**src/rtl/pio_pkg.sv**
```systemverilog
package pio_pkg;
    localparam int LANE_W = 8;
    localparam int LANES  = 2;
    localparam int DATA_W = LANE_W * LANES;
    localparam int PHASE_W = 3;

    typedef enum logic [1:0] {
        REG_LATCH = 2'd0,
        REG_VIEW  = 2'd1,
        REG_CTL   = 2'd2,
        REG_STAT  = 2'd3
    } reg_sel_e;

    typedef struct packed {
        logic wide_b;
        logic wide_a;
        logic drive;
    } ctl_t;

    // odd parity over data pins and parity pin
    function automatic logic lane_par_ok(input logic [LANE_W-1:0] pins, input logic par);
        return ^{pins, par};
    endfunction

    // parity pin level that makes the driven (inverted) lane odd
    function automatic logic lane_par_gen(input logic [LANE_W-1:0] data);
        return ~(^(~data));
    endfunction

    function automatic logic in_data_phase(input logic [PHASE_W-1:0] ph);
        return (ph[2:1] == 2'b00);
    endfunction
endpackage

```
**src/rtl/pio_out_latch.sv**
```systemverilog
module pio_out_latch
    import pio_pkg::*;
#(
    parameter int LW = LANE_W,
    parameter int NL = LANES,
    localparam int DW = LW * NL
) (
    input  logic          clk,
    input  logic          rst,
    input  logic          wr_en,
    input  logic [NL-1:0] be,
    input  logic [DW-1:0] wdata,
    input  logic          drive,
    output logic [DW-1:0] latch_q,
    output logic [DW-1:0] pin_dat,
    output logic [NL-1:0] pin_par,
    output logic          pin_oe
);
    assign pin_oe = drive;

    for (genvar i = 0; i < NL; i++) begin : g_lane
        always_ff @(posedge clk) begin
            if (wr_en && be[i])
                latch_q[i*LW +: LW] <= wdata[i*LW +: LW];
        end

        assign pin_dat[i*LW +: LW] = drive ? ~latch_q[i*LW +: LW] : '0;
        assign pin_par[i]          = drive ? lane_par_gen(latch_q[i*LW +: LW]) : 1'b0;


        lane_wr_chk: assert property (@(posedge clk) disable iff (rst)
            (wr_en && be[i]) |=> latch_q[i*LW +: LW] == $past(wdata[i*LW +: LW]));


        par_gen_chk: assert property (@(posedge clk) disable iff (rst)
            pin_oe |-> (^{pin_dat[i*LW +: LW], pin_par[i]}) == 1'b1);
    end
endmodule

```
**src/rtl/pio_lane_check.sv**
```systemverilog
module pio_lane_check
    import pio_pkg::*;
#(
    parameter int LW = LANE_W
) (
    input  logic          en,
    input  logic          force_bad,
    input  logic [LW-1:0] pins,
    input  logic          par,
    output logic          err
);
    logic par_good;

    always_comb begin
        par_good = ^{pins, par};
        err      = en && (force_bad || !par_good);
    end
endmodule

```
**src/rtl/pio_perr_flag.sv**
```systemverilog
module pio_perr_flag (
    input  logic clk,
    input  logic rst,
    input  logic set,
    input  logic clr,
    output logic flag
);
    always_ff @(posedge clk) begin
        if (rst)
            flag <= 1'b0;
        else if (set)
            flag <= 1'b1;
        else if (clr)
            flag <= 1'b0;
    end


    sticky_hold_chk: assert property (@(posedge clk) disable iff (rst)
        (flag && !clr) |=> flag);


    w1c_clear_chk: assert property (@(posedge clk) disable iff (rst)
        (clr && !set) |=> !flag);
endmodule

```
**src/rtl/pio_data_port.sv**
```systemverilog
module pio_data_port
    import pio_pkg::*;
(
    input  logic               clk,
    input  logic               rst,
    input  logic [1:0]         reg_addr,
    input  logic               reg_wr,
    input  logic               reg_rd,
    input  logic [LANES-1:0]   reg_be,
    input  logic [DATA_W-1:0]  reg_wdata,
    output logic [DATA_W-1:0]  reg_rdata,
    input  logic [PHASE_W-1:0] bus_phase,
    input  logic [DATA_W-1:0]  bus_dat_i,
    input  logic [LANES-1:0]   bus_par_i,
    output logic [DATA_W-1:0]  bus_dat_o,
    output logic [LANES-1:0]   bus_par_o,
    output logic               bus_oe,
    output logic               irq
);
    reg_sel_e            sel;
    ctl_t                ctl_q;
    logic [DATA_W-1:0]   latch_q;
    logic                latch_wr;
    logic                view_rd;
    logic                wide;
    logic                data_ph;
    logic [LANES-1:0]    lane_err;
    logic                perr_set;
    logic                perr_clr;
    logic                perr_q;

    assign sel      = reg_sel_e'(reg_addr);
    assign latch_wr = reg_wr && (sel == REG_LATCH);
    assign view_rd  = reg_rd && (sel == REG_VIEW);
    assign wide     = ctl_q.wide_a && ctl_q.wide_b;
    assign data_ph  = in_data_phase(bus_phase);

    always_ff @(posedge clk) begin
        if (rst)
            ctl_q <= '0;
        else if (reg_wr && (sel == REG_CTL) && reg_be[0])
            ctl_q <= ctl_t'(reg_wdata[$bits(ctl_t)-1:0]);
    end

    pio_out_latch #(.LW(LANE_W), .NL(LANES)) u_latch (
        .clk     (clk),
        .rst     (rst),
        .wr_en   (latch_wr),
        .be      (reg_be),
        .wdata   (reg_wdata),
        .drive   (ctl_q.drive),
        .latch_q (latch_q),
        .pin_dat (bus_dat_o),
        .pin_par (bus_par_o),
        .pin_oe  (bus_oe)
    );

    for (genvar k = 0; k < LANES; k++) begin : g_chk
        if (k == 0) begin : g_low
            pio_lane_check #(.LW(LANE_W)) u_chk (
                .en        (view_rd),
                .force_bad (1'b0),
                .pins      (bus_dat_i[k*LANE_W +: LANE_W]),
                .par       (bus_par_i[k]),
                .err       (lane_err[k])
            );
        end else begin : g_up
            pio_lane_check #(.LW(LANE_W)) u_chk (
                .en        (view_rd && wide),
                .force_bad (!data_ph),
                .pins      (bus_dat_i[k*LANE_W +: LANE_W]),
                .par       (bus_par_i[k]),
                .err       (lane_err[k])
            );
        end
    end

    assign perr_set = |lane_err;
    assign perr_clr = reg_wr && (sel == REG_STAT) && reg_be[0] && reg_wdata[0];

    pio_perr_flag u_flag (
        .clk  (clk),
        .rst  (rst),
        .set  (perr_set),
        .clr  (perr_clr),
        .flag (perr_q)
    );

    assign irq = perr_q;

    always_comb begin
        reg_rdata = '0;
        unique case (sel)
            REG_LATCH: reg_rdata = latch_q;
            REG_VIEW:  reg_rdata = ~bus_dat_i;
            REG_CTL:   reg_rdata[$bits(ctl_t)-1:0] = ctl_q;
            REG_STAT:  reg_rdata[0] = perr_q;
        endcase
    end


    oe_rise_chk: assert property (@(posedge clk) disable iff (rst)
        $rose(bus_oe) |-> $past(reg_wr && reg_addr == 2'd2 && reg_be[0] && reg_wdata[0]));


    reset_state_chk: assert property (@(posedge clk) disable iff (rst)
        $past(rst) |-> (!irq && !bus_oe));


    no_read_no_err_chk: assert property (@(posedge clk) disable iff (rst)
        (!(reg_rd && reg_addr == 2'd1) && !irq) |=> !irq);


    wide_ctl_phase_chk: assert property (@(posedge clk) disable iff (rst)
        (reg_rd && reg_addr == 2'd1 && wide && bus_phase[2:1] != 2'b00) |=> irq);
endmodule

```
**config.mk**
```make
export PLATFORM = sky130hd
export DESIGN_NAME = pio_data_port
export DESIGN_NICKNAME = d
export VERILOG_FILES = /design/src/rtl/pio_pkg.sv /design/src/rtl/pio_out_latch.sv /design/src/rtl/pio_lane_check.sv /design/src/rtl/pio_perr_flag.sv /design/src/rtl/pio_data_port.sv
export SDC_FILE = /design/constraint.sdc
export NUM_CORES = 1
export LEC_CHECK = 0
export BUFFER_PORTS_ARGS = -buffer_cell sky130_fd_sc_hd__buf_2
export CORE_MARGIN = 2
export CORE_UTILIZATION = 48
export CTS_BUF_LIST = sky130_fd_sc_hd__clkbuf_8
export CTS_CLUSTER_SIZE = 25
export DETAILED_ROUTE_END_ITERATION = 8
export PLACE_DENSITY_LB_ADDON = 0.2
export SETUP_SLACK_MARGIN = 0.05
export SYNTH_ARGS = -nofsm -noshare
export SYNTH_HDL_FRONTEND = slang
export SYNTH_SLANG_ARGS = --single-unit
export TNS_END_PERCENT = 5
```
**constraint.sdc**
```tcl
create_clock -name clk -period 4.2 [get_ports clk]
set_input_delay 0.21 -clock clk [delete_from_list [all_inputs] [get_ports clk]]
set_output_delay 0.21 -clock clk [all_outputs]
set_load 0.02 [all_outputs]
```
==> load_flow_metrics.sql, run 1 <==
INSERT INTO impl_metrics (metric_group, metric, value, unit) VALUES
('status', 'run_status', 'finished, final reports clean', ''),
('synth', 'synth.ff_latch_count', '20', ''),
('synth', 'mappedNetlistArea', '0.00138', 'mm²'),
('critical_path', 'worst-endpoint-required', '3990', 'ps'),
('grt', 'groute.usage.overall', '0.188', ''),
('grt', 'pin_count_of_the_biggest_net_entering_global_routing', '25', ''),
('cells_and_area', 'antenna_cells_inserted', '0', ''),
('clocking', 'h-tree-depth', '1', ''),
('floorplanning', 'boundaryPins', '81', ''),
('synth', 'post_synth_xor_area_fraction', '0.204', ''),
('power', 'cellPowerDensity', '264', 'mW/mm²'),
('power', 'vdd.ir_drop.worst', '0.000230', 'V'),
('clocking', 'post_cts_resize_count', '0', ''),
('grt', 'first_global_vias', '1076', ''),
('critical_path', 'timing.critical_path.slowest_stage_cell', 'edfxtp_1', ''),
('sta', 'report.final.setup_viol', '0', ''),
('clocking', 'cts_buffers', '3', ''),
('power', 'combinationalPowerShare', '0.274', ''),
('hold_path', 'timing.hold.worst.class', 'input pin to register', ''),
('clocking', 'clkTransAtPathRegs', '70', 'ps'),
('synth', 'synth_top_family_by_area', 'XOR/XNOR gates', ''),
('synth', 'synthesis.yosys.warnings', '0', ''),
('synth', 'yosys-top-cells-area', 'edfxtp_1 (35%), xnor2_1 (15%), mux2i_1 (11%)', ''),
('sta', 'period_share', '0.416', ''),
('critical_path', 'worst_path_most_repeated_cell', 'xnor2_1', ''),
('clocking', 'clock_tree_from_tritoncts', 'done', ''),
('sta', 'final-hold-violation-count', '0', ''),
('sta', 'final.setup.worst_slack', '2450', 'ps'),
('critical_path', 'worst_setup_path_start_kind', 'register', ''),
('floorplanning', 'die_area', '0.00331', 'mm²'),
('cells_and_area', 'area_delta_synth_final', '32.7', '%'),
('drt', 'drt_first_iter_violations', '26', ''),
('critical_path', 'critical_path.top_delay_family', 'XOR/XNOR gates', ''),
('synth', 'post-synth-top-area-fraction', '0.349', ''),
('clocking', 'ctsRootBufferMaster', 'clkbuf_8', ''),
('grt', 'gr-total-overflow', '0', ''),
('sta', 'worst_pin_slew', '1150', 'ps'),
('drt', 'via_per_inst', '4.88', ''),
('run', 'timing.max_cap.violations', '0', ''),
('critical_path', 'crit_end_element', 'primary output', ''),
('synth', 'synth_compound_area_frac', '0.0336', ''),
('drt', 'drtPass1Iterations', '4', ''),
('drt', 'routed_wl', '3180', 'µm'),
('synth', 'mappedNetlistNets', '186', ''),
('synth', 'post_synth_and_or_nand_nor_area_fraction', '0.174', ''),
('critical_path', 'cp_max_fo', '3', ''),
('synth', 'synth.mux.area_fraction', '0.125', ''),
('cells_and_area', 'final_common_cell', 'buf_2', ''),
('cells_and_area', 'final_net_count', '263', ''),
('sta', 'rsz0062_at_grt', 'no', ''),
('place', 'dp.final_hpwl', '2610', 'µm'),
('power', 'switchingPower', '131', 'µW'),
('drt', 'drc', '0', ''),
('floorplanning', 'core_region_area', '0.00273', 'mm²'),
('critical_path', 'timing.critical_path.cells', 'xnor2_1 > xnor2_1 > xnor2_1 > and2_1 > buf_2', ''),
('drt', 'ant_nets', '0', ''),
('clocking', 'clk-insertion-delay-late', '250', 'ps'),
('floorplanning', 'core.rowCount', '19', ''),
('critical_path', 'max_stage_delay', '430', 'ps'),
('place', 'dp_worst_slack', '2310', 'ps'),
('sta', 'clock_skew', '3.39', 'ps'),
('floorplanning', 'fp.dieH', '57.5', 'µm'),
('drt', 'post_drt_wl_per_cell', '12.8', 'µm'),
('cells_and_area', 'count_of_non_filler_cells_in_the_finished_layout', '248', ''),
('sta', 'achievable-frequency', '0.572', 'GHz'),
('critical_path', 'worstPathArrival', '1540', 'ps'),
('clocking', 'postCtsSetupBuffers', '0', ''),
('place', 'routabilityCongestion', '0.823', ''),
('clocking', 'cts-hold-fix-buffers', '0', ''),
('synth', 'synth.avg_cell_area', '9.76', 'µm²'),
('synth', 'yosys.cell_types.count', '23', '');
-- sequential cells by signal, indices dropped and copies added, names as in the netlist --
register / flops
ctl_q: 3
u_latch.latch_q: 16
u_flag.flag: 1
-- synth_stat cells, drive strengths merged --
master / count
clkbuf: 4
nand2: 8
nor2b: 17
nor3: 2
inv: 13
xnor2: 25
a31oi: 1
mux2i: 15
and2: 2
o31ai: 1
o21ai: 5
mux4: 1
xor2: 1
nor2: 17
xnor3: 2
dfxtp: 4
nand3: 2
edfxtp: 16
and3: 1
buf: 3
a211oi: 1
-- cell type report --
type                            count  area [µm²]  share of cell area
Clock inverter                      1        3.75             0.00205
Multi-Input combinational cell    101         738               0.404
Timing Repair Buffer               79         395               0.216
Tap cell                           31        38.8              0.0212
Clock buffer                        3        41.3              0.0226
Inverter                           13        48.8              0.0267
Sequential cell                    20         561               0.307
-- per-layer routing --
| metal | vias to the layer above | share of wire | GRT usage |
|---|---|---|---|
| met1 | 534 | 0.41 | 0.233 |
| met5 | - | 0 | 0 |
| li1 | 609 | - | - |
| met3 | 10 | 0.072 | 0.0227 |
| met2 | 56 | 0.49 | 0.325 |
| met4 | 0 | 0.025 | 0.0897 |
-- worst paths after layout --
path                 startpoint                  end  slack [ps]  cells past startpoint
max          u_latch.latch_q[5]         bus_par_o[0]        2450                      5
min               reg_wdata[15]  u_latch.latch_q[15]         130                      1
max reg2reg            ctl_q[0]             ctl_q[0]        3220                      2
min reg2reg            ctl_q[2]             ctl_q[2]         530                      2
-- cell families after synthesis --
group,count (synthesis)
AOI/OAI and AO/OA,8
xor gates and xnor gates,28
buffers and inverters,20
DFF,20
muxes,16
and+or+nand+nor,49
-- per-stage QoR --
step	instance area [µm²]	power (µW)	hold WS, ps
after floorplan	1380	316	279
after global placement	1780	360	387
after detailed placement	1780	364	389
after CTS	1830	486	123
after global routing	1830	504	117
final	1830	482	128
-- power by group through the flow --
stage                     Combinational [µW]  Clock, µW  Sequential, µW
after floorplan                         85.9          0             230
after global placement                   129          0             231
after detailed placement                 132          0             231
after CTS                                133        125             227
after global routing                     143        133             228
final                                    132        123             227
No activity file was read; power rests on OpenSTA's default activity.
==> inputs of run 2 (changes only) <==
--- a/config.mk
+++ b/config.mk
@@ -5,9 +5,10 @@
 export SDC_FILE = /design/constraint.sdc
 export NUM_CORES = 1
 export LEC_CHECK = 0
+export ABC_AREA = 1
 export BUFFER_PORTS_ARGS = -buffer_cell sky130_fd_sc_hd__buf_2
 export CORE_MARGIN = 2
-export CORE_UTILIZATION = 48
+export CORE_UTILIZATION = 46
 export CTS_BUF_LIST = sky130_fd_sc_hd__clkbuf_8
 export CTS_CLUSTER_SIZE = 25
 export DETAILED_ROUTE_END_ITERATION = 8
==> constraint.sdc (replaced) <==
create_clock -name clk -period 1.8 [get_ports clk]
set_input_delay 0.09 -clock clk [delete_from_list [all_inputs] [get_ports clk]]
set_output_delay 0.09 -clock clk [all_outputs]
set_load 0.02 [all_outputs]
==> load_flow_metrics.sql, run 2 <==
INSERT INTO impl_metrics (metric_group, metric, value, unit) VALUES
('hold_path', 'timing.hold.worst.class', 'input pin to register', ''),
('sta', 'worst_pin_slew', '660', 'ps'),
('synth', 'synth-async-reset-ratio', '0', ''),
('run', 'timing.max_cap.violations', '0', ''),
('drt', 'via_per_inst', '4.47', ''),
('critical_path', 'crit_path_start', 'u_latch.latch_q[4]', ''),
('cells_and_area', 'layout_common_cells', 'buf_2 (79), nand2_1 (75), nor2_1 (38), inv_1 (27), o21ai_0 (18)', ''),
('cells_and_area', 'antenna_cells_inserted', '0', ''),
('sta', 'rsz0062_at_grt', 'yes', ''),
('clocking', 'cts.path.max_buffers', '2', ''),
('floorplanning', 'fp.dieH', '60.5', 'µm'),
('drt', 'vias', '1560', ''),
('grt', 'wire_length_of_the_first_global_routing_pass', '5430', 'µm'),
('drt', 'post_drt_wl_per_cell', '10.2', 'µm'),
('cells_and_area', 'final_common_cell', 'buf_2', ''),
('grt', 'gr-total-overflow', '0', ''),
('status', 'run_status', 'finished, final reports clean', ''),
('synth', 'yosys.cell_types.count', '23', ''),
('floorplanning', 'die_area', '0.00366', 'mm²'),
('cells_and_area', 'max_flop_register', 'u_latch.latch_q', ''),
('synth', 'synth.ff_latch_count', '20', ''),
('sta', 'achievable-frequency', '0.626', 'GHz'),
('cells_and_area', 'top_regs', 'u_latch.latch_q: 16 flops, ctl_q: 3 flops, u_flag.flag: 1 flops', ''),
('floorplanning', 'core_region_area', '0.00305', 'mm²'),
('power', 'design_power_total', '1170', 'µW'),
('cells_and_area', 'final_net_count', '351', ''),
('sta', 'final_max_slew_viol_count', '0', ''),
('critical_path', 'critical_path_class', 'register to primary output', ''),
('clocking', 'sinks_on_clock_net', '20', ''),
('critical_path', 'crit_end_element', 'primary output', ''),
('critical_path', 'worst_setup_path_endpoint', 'bus_par_o[0]', ''),
('place', 'dp.final_hpwl', '2870', 'µm'),
('place', 'dpl.cell_count', '341', ''),
('synth', 'post-synth-top-area-cell', 'edfxtp_1', ''),
('synth', 'post_synth_inst_count', '219', ''),
('synth', 'synth_top_cells_by_count', 'nand2_1 (75), nor2_1 (38), inv_1 (27)', ''),
('sta', 'setup_total_negative_slack', '0', 'ps'),
('synth', 'mappedNetlistArea', '0.00147', 'mm²'),
('drt', 'ant_nets', '0', ''),
('critical_path', 'crit-reg2reg-capture', 'ctl_q[0]', ''),
('drt', 'drtPass1Iterations', '4', ''),
('synth', 'synth-seq-area-share', '0.382', ''),
('drt', 'routed_wl', '3570', 'µm'),
('synth', 'yosys-top-cells-area', 'edfxtp_1 (33%), nand2_1 (19%), nor2_1 (9.7%)', ''),
('grt', 'antenna_found_initial', '0', ''),
('sta', 'holdWs', '3.81', 'ps'),
('drt', 'drc', '0', ''),
('synth', 'synth-main-ff-cell', 'edfxtp_1', ''),
('floorplanning', 'initial_core_util', '0.480', ''),
('sta', 'final-hold-violation-count', '0', ''),
('synth', 'synthesis.yosys.warnings', '0', ''),
('grt', 'pin_count_of_the_biggest_net_entering_global_routing', '19', ''),
('cells_and_area', 'area_delta_synth_final', '37.5', '%'),
('clocking', 'cts_buffers', '3', ''),
('sta', 'relSlewSlack', '0.558', ''),
('sta', 'report.final.setup_viol', '0', ''),
('cells_and_area', 'fin_area', '0.00202', 'mm²'),
('clocking', 'clk-insertion-delay-late', '260', 'ps'),
('synth', 'most_frequent_cell_after_synthesis', 'nand2_1', ''),
('floorplanning', 'boundaryPins', '81', ''),
('hold_path', 'hold_path.startpoint', 'reg_wdata[3]', ''),
('place', 'postPlaceCellArea', '0.00192', 'mm²'),
('floorplanning', 'core.rowCount', '20', ''),
('clocking', 'clock_tree_from_tritoncts', 'done', ''),
('floorplanning', 'floorplan.die.width', '60.5', 'µm'),
('critical_path', 'timing.rr.start', 'ctl_q[0]', ''),
('place', 'numPortBuffers', '79', ''),
('critical_path', 'r2r_slack', '710', 'ps'),
('sta', 'post-route-min-period', '1600', 'ps'),
('synth', 'synth.avg_cell_area', '6.70', 'µm²'),
('synth', 'synth-edff-count', '16', ''),
('cells_and_area', 'count_of_non_filler_cells_in_the_finished_layout', '349', ''),
('power', 'vdd.ir_drop.worst', '0.000613', 'V'),
('clocking', 'h-tree-depth', '1', ''),
('grt', 'groute.usage.overall', '0.200', ''),
('sta', 'clock_skew', '0.492', 'ps'),
('cells_and_area', 'largest_register_ffs', '16', ''),
('drt', 'drt_first_iter_violations', '88', ''),
('critical_path', 'worstPathArrival', '1510', 'ps'),
('place', 'routabilityCongestion', '0.853', ''),
('power', 'cellPowerDensity', '582', 'mW/mm²'),
('critical_path', 'worst-r2r-cell-count', '2', ''),
('grt', 'first_global_vias', '1325', ''),
('critical_path', 'worst-endpoint-required', '1710', 'ps'),
('critical_path', 'cp_max_fo', '3', ''),
('power', 'power.static_leakage', '0.00111', 'µW'),
('critical_path', 'worst_setup_path_start_kind', 'register', ''),
('sta', 'period_share', '0.888', ''),
('synth', 'mappedNetlistNets', '264', ''),
('clocking', 'postCtsSetupBuffers', '0', ''),
('cells_and_area', 'final_layout_size_suffix_gt1_frac', '0.318', ''),
('clocking', 'clkTransAtPathRegs', '70', 'ps'),
('synth', 'post-synth-top-area-fraction', '0.328', ''),
('clocking', 'ctsRootBufferMaster', 'clkbuf_8', '');
==> run 2: cell types whose count changed after synthesis, sizes merged, moves of 3 or more <==
| cell | previous run | this run |
|---|---|---|
| a21oi | 0 | 3 |
| clkbuf | 4 | 1 |
| clkinv | 0 | 3 |
| inv | 13 | 29 |
| mux2i | 15 | 0 |
| nand2 | 8 | 77 |
| nand3 | 2 | 5 |
| nor2 | 17 | 42 |
| nor2b | 17 | 0 |
| o21ai | 5 | 18 |
| xnor2 | 25 | 11 |
==> run 2: worst min path at each step <==
stage / slack (ps) / to / depth (start not counted)
after floorplan: 160 / u_flag.flag / 1
after global placement: 270 / u_latch.latch_q[12] / 1
after detailed placement: 270 / u_latch.latch_q[13] / 1
after CTS: 0.2 / u_latch.latch_q[3] / 1
after global routing: 0.2 / u_latch.latch_q[12] / 1
final: 4 / u_latch.latch_q[3] / 1
==> run 2: area by class of cell <==
type / count / area [µm²]
Clock buffer: 4 / 55.1
Fill cell: 284 / 1040
Inverter: 32 / 124
Multi-Input combinational cell: 164 / 772
Sequential cell: 20 / 561
Tap cell: 44 / 55.1
Timing Repair Buffer: 85 / 450
==> run 2: power breakdown <==
part           internal, µW  total (µW)  switching (µW)  leakage (µW)
Clock                   195         331             137     0.0000288
Combinational           127         313             187      0.000900
Sequential              515         529            13.5      0.000178
Total                   837        1170             337       0.00111
==> run 2: critical path: stages, from the launching register on <==
cell      delay [ps]
edfxtp_1         440
xnor2_1          160
xnor2_1          200
o21ai_0          120
a21oi_1          140
buf_2            190
==> run 2: repair_timing <==
| action | CTS | global route |
|---|---|---|
| gates resized for setup | 0 | 1 |
| endpoints found under the hold margin | 2 | 2 |
| hold buffers | 2 | 2 |
| endpoints found under the setup margin | 0 | 2 |
==> run 2: kinds of logic (layout without fill, tap and decap cells) <==
logic type / after synthesis / in the layout / share of synthesized area
xor+xnor: 14 / 14 / 0.0836
compound gates: 25 / 25 / 0.0956
flops: 20 / 20 / 0.382
buf+inv: 35 / 121 / 0.0913
simple gates: 125 / 125 / 0.347
==> run 2: layer usage <==
metal | share of wire | global-route usage | up-vias
li1 | - | - | 848
met1 | 0.46 | 0.269 | 661
met2 | 0.47 | 0.331 | 46
met3 | 0.058 | 0.0192 | 5
met4 | 0.015 | 0.0839 | 0
met5 | 0 | 0 | -
==> run 2: through the flow <==
stage	worst slack (ps)	utilization
final	202	0.661
after global routing	43.7	0.661
after CTS	144	0.653
after detailed placement	438	0.628
after global placement	451	0.628
after floorplan	486	-
==> inputs of run 3 (changes only) <==
--- a/config.mk
+++ b/config.mk
@@ -5,10 +5,9 @@
 export SDC_FILE = /design/constraint.sdc
 export NUM_CORES = 1
 export LEC_CHECK = 0
-export ABC_AREA = 1
-export BUFFER_PORTS_ARGS = -buffer_cell sky130_fd_sc_hd__buf_2
+export BUFFER_PORTS_ARGS = -buffer_cell sky130_fd_sc_hd__buf_4
 export CORE_MARGIN = 2
-export CORE_UTILIZATION = 46
+export CORE_UTILIZATION = 45
 export CTS_BUF_LIST = sky130_fd_sc_hd__clkbuf_8
 export CTS_CLUSTER_SIZE = 25
 export DETAILED_ROUTE_END_ITERATION = 8
==> load_flow_metrics.sql, run 3 (synthesis results as in run 1) <==
INSERT INTO impl_metrics (metric_group, metric, value, unit) VALUES
('sta', 'final.setup.worst_slack', '195', 'ps'),
('cells_and_area', 'top_regs', 'u_latch.latch_q: 16 flops, ctl_q: 3 flops, u_flag.flag: 1 flops', ''),
('place', 'dpl.cell_count', '249', ''),
('clocking', 'post_cts_resize_count', '0', ''),
('sta', 'final_max_slew_viol_count', '0', ''),
('power', 'power.static_leakage', '0.000995', 'µW'),
('sta', 'achievable-frequency', '0.623', 'GHz'),
('cells_and_area', 'final_net_count', '266', ''),
('run', 'timing.max_cap.violations', '0', ''),
('power', 'cellPowerDensity', '571', 'mW/mm²'),
('sta', 'worst_pin_slew', '570', 'ps'),
('sta', 'period_share', '0.892', ''),
('power', 'design_power_total', '1170', 'µW'),
('sta', 'report.final.setup_viol', '0', ''),
('place', 'numPortBuffers', '79', ''),
('critical_path', 'crit-reg2reg-capture', 'ctl_q[0]', ''),
('place', 'dp_worst_slack', '392', 'ps'),
('drt', 'ant_nets', '0', ''),
('clocking', 'clk-insertion-delay-late', '250', 'ps'),
('cells_and_area', 'largest_register_ffs', '16', ''),
('drt', 'via_per_inst', '4.90', ''),
('hold_path', 'hold_path.startpoint', 'reg_wdata[7]', ''),
('grt', 'wire_length_of_the_first_global_routing_pass', '4960', 'µm'),
('floorplanning', 'core_region_area', '0.00298', 'mm²'),
('critical_path', 'timing.rr.start', 'ctl_q[0]', ''),
('status', 'run_status', 'finished, final reports clean', ''),
('place', 'routabilityCongestion', '0.754', ''),
('drt', 'routed_wl', '3330', 'µm'),
('critical_path', 'r2r_slack', '770', 'ps'),
('clocking', 'sinks_on_clock_net', '20', ''),
('drt', 'vias', '1239', ''),
('critical_path', 'cp_max_fo', '3', ''),
('clocking', 'ctsRootBufferMaster', 'clkbuf_8', ''),
('sta', 'rsz0062_at_grt', 'no', ''),
('grt', 'gr-total-overflow', '0', ''),
('cells_and_area', 'final_common_cell', 'buf_4', ''),
('critical_path', 'critical_path_class', 'register to primary output', ''),
('place', 'dp.final_hpwl', '2700', 'µm'),
('hold_path', 'timing.hold.worst.class', 'input pin to register', ''),
('grt', 'first_global_vias', '1151', ''),
('sta', 'relSlewSlack', '0.620', ''),
('power', 'vdd.ir_drop.worst', '0.000380', 'V'),
('cells_and_area', 'final_layout_size_suffix_gt1_frac', '0.395', ''),
('sta', 'post-route-min-period', '1600', 'ps'),
('drt', 'drc', '0', ''),
('clocking', 'cts_buffers', '3', ''),
('cells_and_area', 'max_flop_register', 'u_latch.latch_q', ''),
('grt', 'groute.usage.overall', '0.191', ''),
('cells_and_area', 'antenna_cells_inserted', '0', ''),
('drt', 'drtPass1Iterations', '4', ''),
('hold_path', 'min_delay_worst_endpoint', 'u_latch.latch_q[7]', ''),
('drt', 'drt_first_iter_violations', '56', ''),
('clocking', 'clkTransAtPathRegs', '70', 'ps'),
('clocking', 'clock_tree_from_tritoncts', 'done', ''),
('clocking', 'cts.path.max_buffers', '2', ''),
('critical_path', 'worstPathArrival', '1510', 'ps'),
('floorplanning', 'core.rowCount', '20', ''),
('grt', 'pin_count_of_the_biggest_net_entering_global_routing', '25', ''),
('sta', 'holdWs', '12.0', 'ps'),
('floorplanning', 'boundaryPins', '81', ''),
('hold_path', 'whs_path_depth', '1', ''),
('drt', 'post_drt_wl_per_cell', '13.2', 'µm'),
('clocking', 'postCtsSetupBuffers', '0', ''),
('floorplanning', 'die_area', '0.00352', 'mm²'),
('cells_and_area', 'layout_common_cells', 'buf_4 (82), xnor2_1 (24), nor2_1 (17), nor2b_1 (17), edfxtp_1 (16)', ''),
('critical_path', 'crit_end_element', 'primary output', ''),
('sta', 'final-hold-violation-count', '0', ''),
('sta', 'setup_total_negative_slack', '0', 'ps'),
('critical_path', 'worst_setup_path_start_kind', 'register', ''),
('cells_and_area', 'count_of_non_filler_cells_in_the_finished_layout', '253', ''),
('critical_path', 'worst-endpoint-required', '1710', 'ps'),
('floorplanning', 'initial_core_util', '0.462', ''),
('clocking', 'h-tree-depth', '1', ''),
('critical_path', 'worst-r2r-cell-count', '2', ''),
('cells_and_area', 'area_delta_synth_final', '48.9', '%'),
('sta', 'clock_skew', '4.19', 'ps'),
('grt', 'antenna_found_initial', '0', ''),
('floorplanning', 'fp.dieH', '59.3', 'µm'),
('floorplanning', 'floorplan.die.width', '59.3', 'µm'),
('clocking', 'cts-hold-fix-buffers', '0', '');
-- run 3: cell types whose count changed in the layout (fill, tap and decap cells not counted), moves of 3 or more --
| cell | before | now |
|---|---|---|
| buf_4 | 2 | 82 |
| buf_2 | 79 | 0 |
| nand2_1 | 75 | 8 |
| nor2_1 | 38 | 17 |
| nor2b_1 | 0 | 17 |
| mux2i_1 | 0 | 15 |
| inv_1 | 27 | 14 |
| o21ai_0 | 18 | 5 |
| xnor2_1 | 11 | 24 |
| dlygate4sd3_1 | 4 | 0 |
| nor2_2 | 3 | 0 |
-- run 3: power breakdown --
part / total [µW] / switching [µW] / internal (µW)
Combinational: 355 / 159 / 196
Clock: 286 / 135 / 151
Sequential: 530 / 14.8 / 515
Total: 1170 / 309 / 862
-- run 3: area by class of cell --
type | instances | area [µm²]
Fill cell | 252 | 928
Multi-Input combinational cell | 101 | 738
Timing Repair Buffer | 82 | 616
Sequential cell | 20 | 561
Inverter | 13 | 48.8
Clock buffer | 3 | 41.3
Tap cell | 33 | 41.3
Clock inverter | 1 | 3.75
-- run 3: per-layer routing --
metal	vias to the layer above	track usage	share of wire
li1	616	-	-
met4	0	0.0714	0.012
met1	564	0.253	0.41
met5	-	0	0
met3	4	0.0218	0.069
met2	55	0.320	0.50
-- run 3: through the flow --
stage / cell area [µm²] / utilization
after floorplan: 1380 / -
after global placement: 2000 / 0.673
after detailed placement: 2000 / 0.673
after CTS: 2050 / 0.688
after global routing: 2050 / 0.688
final: 2050 / 0.688
-- run 3: how the worst max path moves through the flow --
stage,endpoint,slack [ps],cells after the start,from
2_1_floorplan,u_latch.latch_q[0],330,3,reg_addr[0]
3_3_place_gp,u_flag.flag,430,6,bus_dat_i[10]
3_5_place_dp,u_flag.flag,390,6,bus_dat_i[10]
4_1_cts,bus_par_o[0],180,5,u_latch.latch_q[1]
5_1_grt,bus_par_o[1],120,5,u_latch.latch_q[9]
6_report,bus_par_o[0],200,5,u_latch.latch_q[1]
-- run 3: critical path, cell delays in order, from the launching register on --
cell	delay, ps
edfxtp_1	430
xnor2_1	250
xnor2_1	180
xnor2_1	130
and2_1	140
buf_4	140
